**src/rtl/e1_strobe_pkg.sv**
```systemverilog
package e1_strobe_pkg;
  localparam int unsigned SLOTS      = 32;
  localparam int unsigned SLOT_BITS  = 8;
  localparam int unsigned SLOT_W     = $clog2(SLOTS);
  localparam int unsigned BIT_W      = $clog2(SLOT_BITS);
  localparam int unsigned POS_W      = SLOT_W + BIT_W;
  localparam int unsigned PART_SLOT  = 26;

  typedef struct packed {
    logic [SLOT_W-1:0] slot;
    logic [BIT_W-1:0]  bitn;
  } frame_pos_t;

  // Timeslots fully gated in fixed-pattern mode
  function automatic logic [SLOTS-1:0] g802_full_slots();
    logic [SLOTS-1:0] v;
    for (int i = 0; i < SLOTS; i++) begin
      v[i] = ((i >= 1) && (i <= 15)) || ((i >= 17) && (i <= 25));
    end
    return v;
  endfunction
endpackage

```
**src/rtl/e1_pos_counter.sv**
```systemverilog
module e1_pos_counter
  import e1_strobe_pkg::*;
(
  input  logic       clk,
  input  logic       rst_n,
  input  logic       sync_i,
  output frame_pos_t pos_d_o,
  output frame_pos_t pos_q_o
);
  logic [POS_W-1:0] cnt_q;
  logic [POS_W-1:0] cnt_d;
  logic             cnt_en;

  assign cnt_en = 1'b1;

  always_comb begin
    if (sync_i) cnt_d = '0;
    else        cnt_d = cnt_q + 1'b1;
  end

  always_ff @(posedge clk or negedge rst_n) begin
    if (!rst_n)      cnt_q <= '1;
    else if (cnt_en) cnt_q <= cnt_d;
  end

  assign pos_d_o = frame_pos_t'(cnt_d);
  assign pos_q_o = frame_pos_t'(cnt_q);


  step_chk: assert property (@(posedge clk) disable iff (!rst_n)
    !sync_i |=> cnt_q == $past(cnt_q) + 1'b1);

  wrap_chk: assert property (@(posedge clk) disable iff (!rst_n)
    (!sync_i && cnt_q == '1) |=> cnt_q == '0);

  sync_chk: assert property (@(posedge clk) disable iff (!rst_n)
    sync_i |=> cnt_q == '0);
endmodule

```
**src/rtl/e1_gate_decode.sv**
```systemverilog
module e1_gate_decode
  import e1_strobe_pkg::*;
(
  input  frame_pos_t       pos_i,
  input  logic             g802_i,
  input  logic [SLOTS-1:0] mask_i,
  output logic             clk_strobe_o,
  output logic             gate_o
);
  localparam logic [SLOTS-1:0] G802_FULL = g802_full_slots();

  logic [SLOTS-1:0] slot_sel;
  logic             part_bit;

  for (genvar s = 0; s < SLOTS; s++) begin : g_slot
    assign slot_sel[s] = g802_i ? G802_FULL[s] : mask_i[s];
  end

  assign part_bit     = g802_i && (pos_i.slot == SLOT_W'(PART_SLOT)) &&
                        (pos_i.bitn == '0);
  assign clk_strobe_o = (pos_i.bitn == '0);
  assign gate_o       = slot_sel[pos_i.slot] | part_bit;
endmodule

```
**src/rtl/e1_slot_strobe_gen.sv**
```systemverilog
module e1_slot_strobe_gen
  import e1_strobe_pkg::*;
(
  input  logic              clk,
  input  logic              rst_n,
  input  logic              frame_sync_i,
  input  logic              g802_mode_i,
  input  logic [SLOTS-1:0]  slot_mask_i,
  output logic              chan_clk_o,
  output logic              chan_blk_o,
  output logic [SLOT_W-1:0] slot_idx_o,
  output logic [BIT_W-1:0]  bit_idx_o
);
  frame_pos_t pos_d;
  frame_pos_t pos_q;
  logic       clk_d, blk_d;
  logic       clk_q, blk_q;
  logic       strobe_en;

  assign strobe_en = 1'b1;

  e1_pos_counter u_cnt (
    .clk     (clk),
    .rst_n   (rst_n),
    .sync_i  (frame_sync_i),
    .pos_d_o (pos_d),
    .pos_q_o (pos_q)
  );

  e1_gate_decode u_dec (
    .pos_i        (pos_d),
    .g802_i       (g802_mode_i),
    .mask_i       (slot_mask_i),
    .clk_strobe_o (clk_d),
    .gate_o       (blk_d)
  );

  always_ff @(posedge clk or negedge rst_n) begin
    if (!rst_n) begin
      clk_q <= 1'b0;
      blk_q <= 1'b0;
    end else if (strobe_en) begin
      clk_q <= clk_d;
      blk_q <= blk_d;
    end
  end

  assign chan_clk_o = clk_q;
  assign chan_blk_o = blk_q;
  assign slot_idx_o = pos_q.slot;
  assign bit_idx_o  = pos_q.bitn;


  chclk_align_chk: assert property (@(posedge clk) disable iff (!rst_n)
    chan_clk_o == (bit_idx_o == '0));

  mask_gate_chk: assert property (@(posedge clk) disable iff (!rst_n)
    !g802_mode_i |=> chan_blk_o == $past(slot_mask_i[pos_d.slot]));

  g802_idle_chk: assert property (@(posedge clk) disable iff (!rst_n)
    g802_mode_i |=> (((slot_idx_o == 5'd0) || (slot_idx_o == 5'd16) ||
                      (slot_idx_o >= 5'd27) ||
                      (slot_idx_o == 5'd26 && bit_idx_o != 3'd0)) -> !chan_blk_o));

  g802_low_band_chk: assert property (@(posedge clk) disable iff (!rst_n)
    g802_mode_i |=> ((slot_idx_o >= 5'd1 && slot_idx_o <= 5'd15) -> chan_blk_o));
endmodule

```
**config.mk**
```make
export PLATFORM = sky130hd
export DESIGN_NAME = e1_slot_strobe_gen
export DESIGN_NICKNAME = d
export VERILOG_FILES = /design/src/rtl/e1_strobe_pkg.sv /design/src/rtl/e1_pos_counter.sv /design/src/rtl/e1_gate_decode.sv /design/src/rtl/e1_slot_strobe_gen.sv
export SDC_FILE = /design/constraint.sdc
export NUM_CORES = 1
export LEC_CHECK = 0
export BUFFER_PORTS_ARGS = -buffer_cell sky130_fd_sc_hd__buf_2
export CORE_UTILIZATION = 41
export CTS_CLUSTER_DIAMETER = 30
export DETAILED_ROUTE_END_ITERATION = 10
export PLACE_DENSITY = 0.75
export SLEW_MARGIN = 20
export SYNTH_ARGS = -nofsm -noshare
export SYNTH_HDL_FRONTEND = slang
export SYNTH_SLANG_ARGS = --single-unit
```
**constraint.sdc**
```tcl
create_clock -name clk -period 2.5 [get_ports clk]
set_input_delay 0.5 -clock clk [delete_from_list [all_inputs] [get_ports clk]]
set_output_delay 0.5 -clock clk [all_outputs]
set_load 0.01 [all_outputs]
```
-- Yosys cells after proc, flatten, opt, wreduce, memory -nomap -nowiden
Cells that the tools add are included.
- bits in registers: 10
- bits in latches: 0
- bits in writable memories: 0
- bits in read-only memories: 0
- input bits: 36
- output and inout port bits: 10
- word-level logic and storage cells: 45
- memories: 0
- $add $sub $neg: 1
- multiply operators: 0
- divide/modulo/power cells: 0
- magnitude comparators: 1
- eq/ne operators: 1
- shift-type cells: 0
- multiplexer cells: 35
- bitwise logic cells: 1
- reductions and logical operators: 3
- operator list (cell ; count):
    two-way mux 1 bit ; 33
    adder 8 x 1 -> 8 bit (second input constant) ; 1
    two-way mux 8 bit ; 1
    < comparator 5 x 6 -> 1 bit (second input constant) ; 1
    binary-select mux 1 bit (select 5 bit) ; 1
    == test 5 bit (second input constant) ; 1
    logical NOT 3 bit ; 1
    logical AND 1 bit ; 2
    bitwise OR 1 bit ; 1

-- Logic depth before layout (Yosys ltp)
- word-level depth: 6
- mapped depth: 9
- depth with buffers taken out: 7

-- Modules after synthesis
From an unflattened synthesis, not the netlist that was laid out.
- cells, all modules: 78
- area total of the unflattened synthesis: 768.2 um^2
- modules (own cells, without submodules) (module ; instances ; cells each ; area each (um^2) ; seq. area each (um^2)):
    e1_pos_counter ; 1 ; 34 ; 362.8 ; 210.2
    e1_gate_decode ; 1 ; 42 ; 355.3 ; 0.0
    e1_slot_strobe_gen ; 1 ; 2 ; 50.0 ; 50.0

-- Worst setup path before layout
Ideal clock, no wire load.
- path type: reg2reg
- from: register u_cnt.cnt_q[0], in the netlist u_cnt.pos_q_o[0]
- to: register blk_q, in the netlist chan_blk_o
- setup time: 138 ps
- arrival: 2236 ps
- data required time: 2362 ps
- setup slack: 126 ps
- cell stages (with the launch flop): 9
- path buffers: 1
- clock period less this slack: 2374 ps
- cell sequence: dfstp_2 ha_1 and3_2 mux2i_1 buf_4 mux2_1 a32o_1 o31ai_2 a221oi_2
- longest elaborated chain between the ends: 6
- ends and longest elaborated chain (element ; line ; source):
    start, declared ; e1_pos_counter.sv:10 ; logic [POS_W-1:0] cnt_q;
    start signal, assigned ; e1_pos_counter.sv:23 ; else if (cnt_en) cnt_q <= cnt_d;
    adder 8 x 1 -> 8 bit * ; e1_pos_counter.sv:18 ; else cnt_d = cnt_q + 1'b1;
    two-way mux 8 bit * ; e1_pos_counter.sv:17 ; if (sync_i) cnt_d = '0;
    branches (longest 3 deep; another with binary-select mux 1 bit (select 5 bit)) ; - ;
    bitwise OR 1 bit * ; e1_gate_decode.sv:22 ; assign gate_o = slot_sel[pos_i.slot] | part_bit;
    named net blk_d ; e1_slot_strobe_gen.sv:16 ; logic clk_d, blk_d;
    end signal, assigned ; e1_slot_strobe_gen.sv:44 ; blk_q <= blk_d;
    end, declared ; e1_slot_strobe_gen.sv:17 ; logic clk_q, blk_q;
Mark *: on every way through the listed nets, which the timed path passes. The select of a mux whose other input is x is not followed.

-- Worst setup path in the final report
Ends and elaborated chain as after synthesis.

==> summary.md <==
| Metric | Value |
|---|---|
| Hold_buf cts | 0 |
| TritonCTS clock tree | built |
| Clk_lat worst skew | 0.27 ns |
| Gate Count Post-Synth | 112 |
| Share of the synthesized area in the top cell type | 0.218 |
| Final Skew | 0.00535 ns |
| Largest net degree at the start of global routing | 16 |
| Setup CP Type | flop to flop |
| Syn Area/Cell | 8.60 um^2 |
| Antenna viol nets, final | 0 |
| P&R area growth vs syn | 29.6% |
| Number of synthesized register bits | 10 |
| Antenna diodes | 0 |
| TritonRoute pass-1 iters | 5 |
| Worst endpoint required time | 2.65 ns |
| GPL Wtd Cong | 0.920 |
| CP Capture Type | flop |
| Cell Pwr Density | 329 nW/um^2 |
| Syn. warnings | 0 |
| Vias in the first global route | 886 |
| Final Cycle Share | 0.945 |
| Final wirelength | 2480 um |
| Post-synth top flop | dfstp_2 |
| Via count | 1,019 |
| Measured slew at the worst slew-check pin | 0.522 ns |
| Hold Violations, Final | 0 |
| Total power | 0.411 mW |
| Leading post-synthesis cells by cell area | dfstp_2 22%, mux2i_1 7.3%, nand2_1 6.2% |
| Max Cap Violations | 0 |
| Drt drc | 0 |
| Area leader, netlist | dfstp_2 |
| Core Region | 2210 um^2 |
| Worst hold path type | primary input to async pin |
| Syn nets | 149 |
| Core Util, Final | 0.564 |
| Flip-flop and latch area | 260 um^2 |
| Die Y | 50.5 um |
| Resize count post-CTS | 0 |
| Slew headroom | 0.643 |
| # fillers | 205 |
| Setup violations, final | 0 |
| Sequential-to-total area share from yosys stat | 0.270 |
| Rows | 17 |
| Clk sinks | 10 |
| Startpoint Class | flop |
| Final setup TNS | 0 ns |
| Via-to-Cell Ratio | 5.42 |
| Async set-reset flop share out of synthesis | 1.00 |
| Initial antenna violation count | 0 |
| Layout cells sized above 1 | 0.475 |
| Count of pins over their slew limit | 0 |
| Die area | 2550 um^2 |
| Crit path time final | 2.36 ns |
| Total clock buffers created by CTS | 3 |
| Top cells by count, synth | 16 x nand2_1, 9 x nor2_1, 8 x dfstp_2, 7 x mux2i_1, 6 x inv_1 |
| Dpl hpwl | 1990 um |
| FMAX | 423 MHz |
| Leak pwr | 0.573 nW |
| Starting Density | 0.436 |
| Global-route wire length before repair | 3910 um |
| Max VDD drop | 282 uV |
| Clk root buf | clkbuf_4 |
| Nets@finish | 198 |
| Most common cell in the netlist | nand2_1 |
| Top Ports | 46 |
| WL per Instance | 13.2 um |
| Clock transition at the registers of the reported paths | 0.07 ns |
| Unrepaired setup endpoints after global routing | false |
| Critical path fanouts, max | 9 |
| WP data arrival | 2.51 ns |
| I/O Buffers | 45 |
| CTS Buffer Depth | 2 |
| Die width | 50.5 um |
| All-layer global routing usage | 0.206 |
| Post-CTS Setup Inserts | 0 |
| Grt ovf | 0 |
| Post-synth EDFFs | 0 |
| Drt initial violations | 18 |
| H-tree depth | 1 |
| Multi-input gate area | 632 um^2 |
| Synth Cell Area | 963 um^2 |
| Status | finished clean |
| Count of cell types in the netlist | 47 |
==> worst max-delay path, cell delays in order, from the launching register on <==
cell and delay (ns):
dfstp_2 0.58, ha_1 0.17, and3_2 0.21, mux2i_1 0.12, buf_4 0.19, a2111oi_0 0.51
a211oi_1 0.10, a211oi_1 0.29, a221oi_2 0.05
==> registers in the layout, indices dropped and copies added, names as in the netlist <==
register	flops
chan_blk_o	1
chan_clk_o	1
u_cnt.pos_q_o	8
==> placed cells by master (no fill, tap or decap), types with 4 or more instances in the layout <==
cell,n
buf_2,45
nand2_1,16
nor2_1,9
dfstp_2,8
mux2i_1,7
inv_1,6
buf_4,5
nand3_1,4
==> cell type report <==
type | instances | share of cell area
Timing Repair Buffer | 50 | 0.210
Tap cell | 28 | 0.0281
Clock buffer | 4 | 0.0291
Inverter | 6 | 0.0180
Multi-Input combinational cell | 90 | 0.506
Sequential cell | 10 | 0.208
==> routing by layer <==
| layer | track usage | up-vias | share of wire |
|---|---|---|---|
| li1 | - | 511 | - |
| met2 | 0.347 | 47 | 0.47 |
| met5 | 0 | - | 0 |
| met1 | 0.267 | 459 | 0.46 |
| met4 | 0.0324 | 0 | 0.0032 |
| met3 | 0.0576 | 2 | 0.061 |
==> cell families (layout without fill, tap and decap cells) <==
| kind of cell | Yosys count | after routing | synth area share |
|---|---|---|---|
| xor gates and xnor gates | 4 | 4 | 0.0364 |
| AOI/OAI and AO/OA | 26 | 26 | 0.222 |
| adders and majority gates | 1 | 1 | 0.0130 |
| DFF | 10 | 10 | 0.270 |
| muxes | 11 | 11 | 0.126 |
| buffers and inverters | 12 | 60 | 0.0740 |
| and+or+nand+nor | 48 | 48 | 0.258 |
==> report_power, final <==
group	total (mW)	internal [mW]	leakage, nW	switching, mW
sequential	0.178	0.172	0.107	0.00604
clock	0.148	0.0885	0.0210	0.0599
combinational	0.0844	0.0433	0.446	0.0411
==> through the flow <==
step                std cells  cell area [um^2]  setup slack [ns]  hold WS (ns)
finish                    188              1250             0.138        0.0747
global route              188              1250            0.0142        0.0798
CTS                       188              1250             0.154        0.0737
detailed placement        184              1210             0.155         0.370
global placement          184              1210             0.201         0.374
floorplan                 112               963             0.126         0.204
==> final timing paths <==
check / startpoint / cells after the start / to / slack, ns
min in group clk: u_cnt.pos_q_o[0] / 1 / u_cnt.pos_q_o[0] / 0.54
worst max-delay path: u_cnt.pos_q_o[0] / 8 / chan_blk_o / 0.14
worst min-delay path: rst_n / 1 / chan_blk_o / 0.07
max in group asynchronous: rst_n / 1 / u_cnt.pos_q_o[1] / 2.17
worst min register to register: u_cnt.pos_q_o[0] / 1 / u_cnt.pos_q_o[0] / 0.54
worst max register to register: u_cnt.pos_q_o[0] / 8 / chan_blk_o / 0.14
Note: power is estimated with default switching activity, not from simulation.
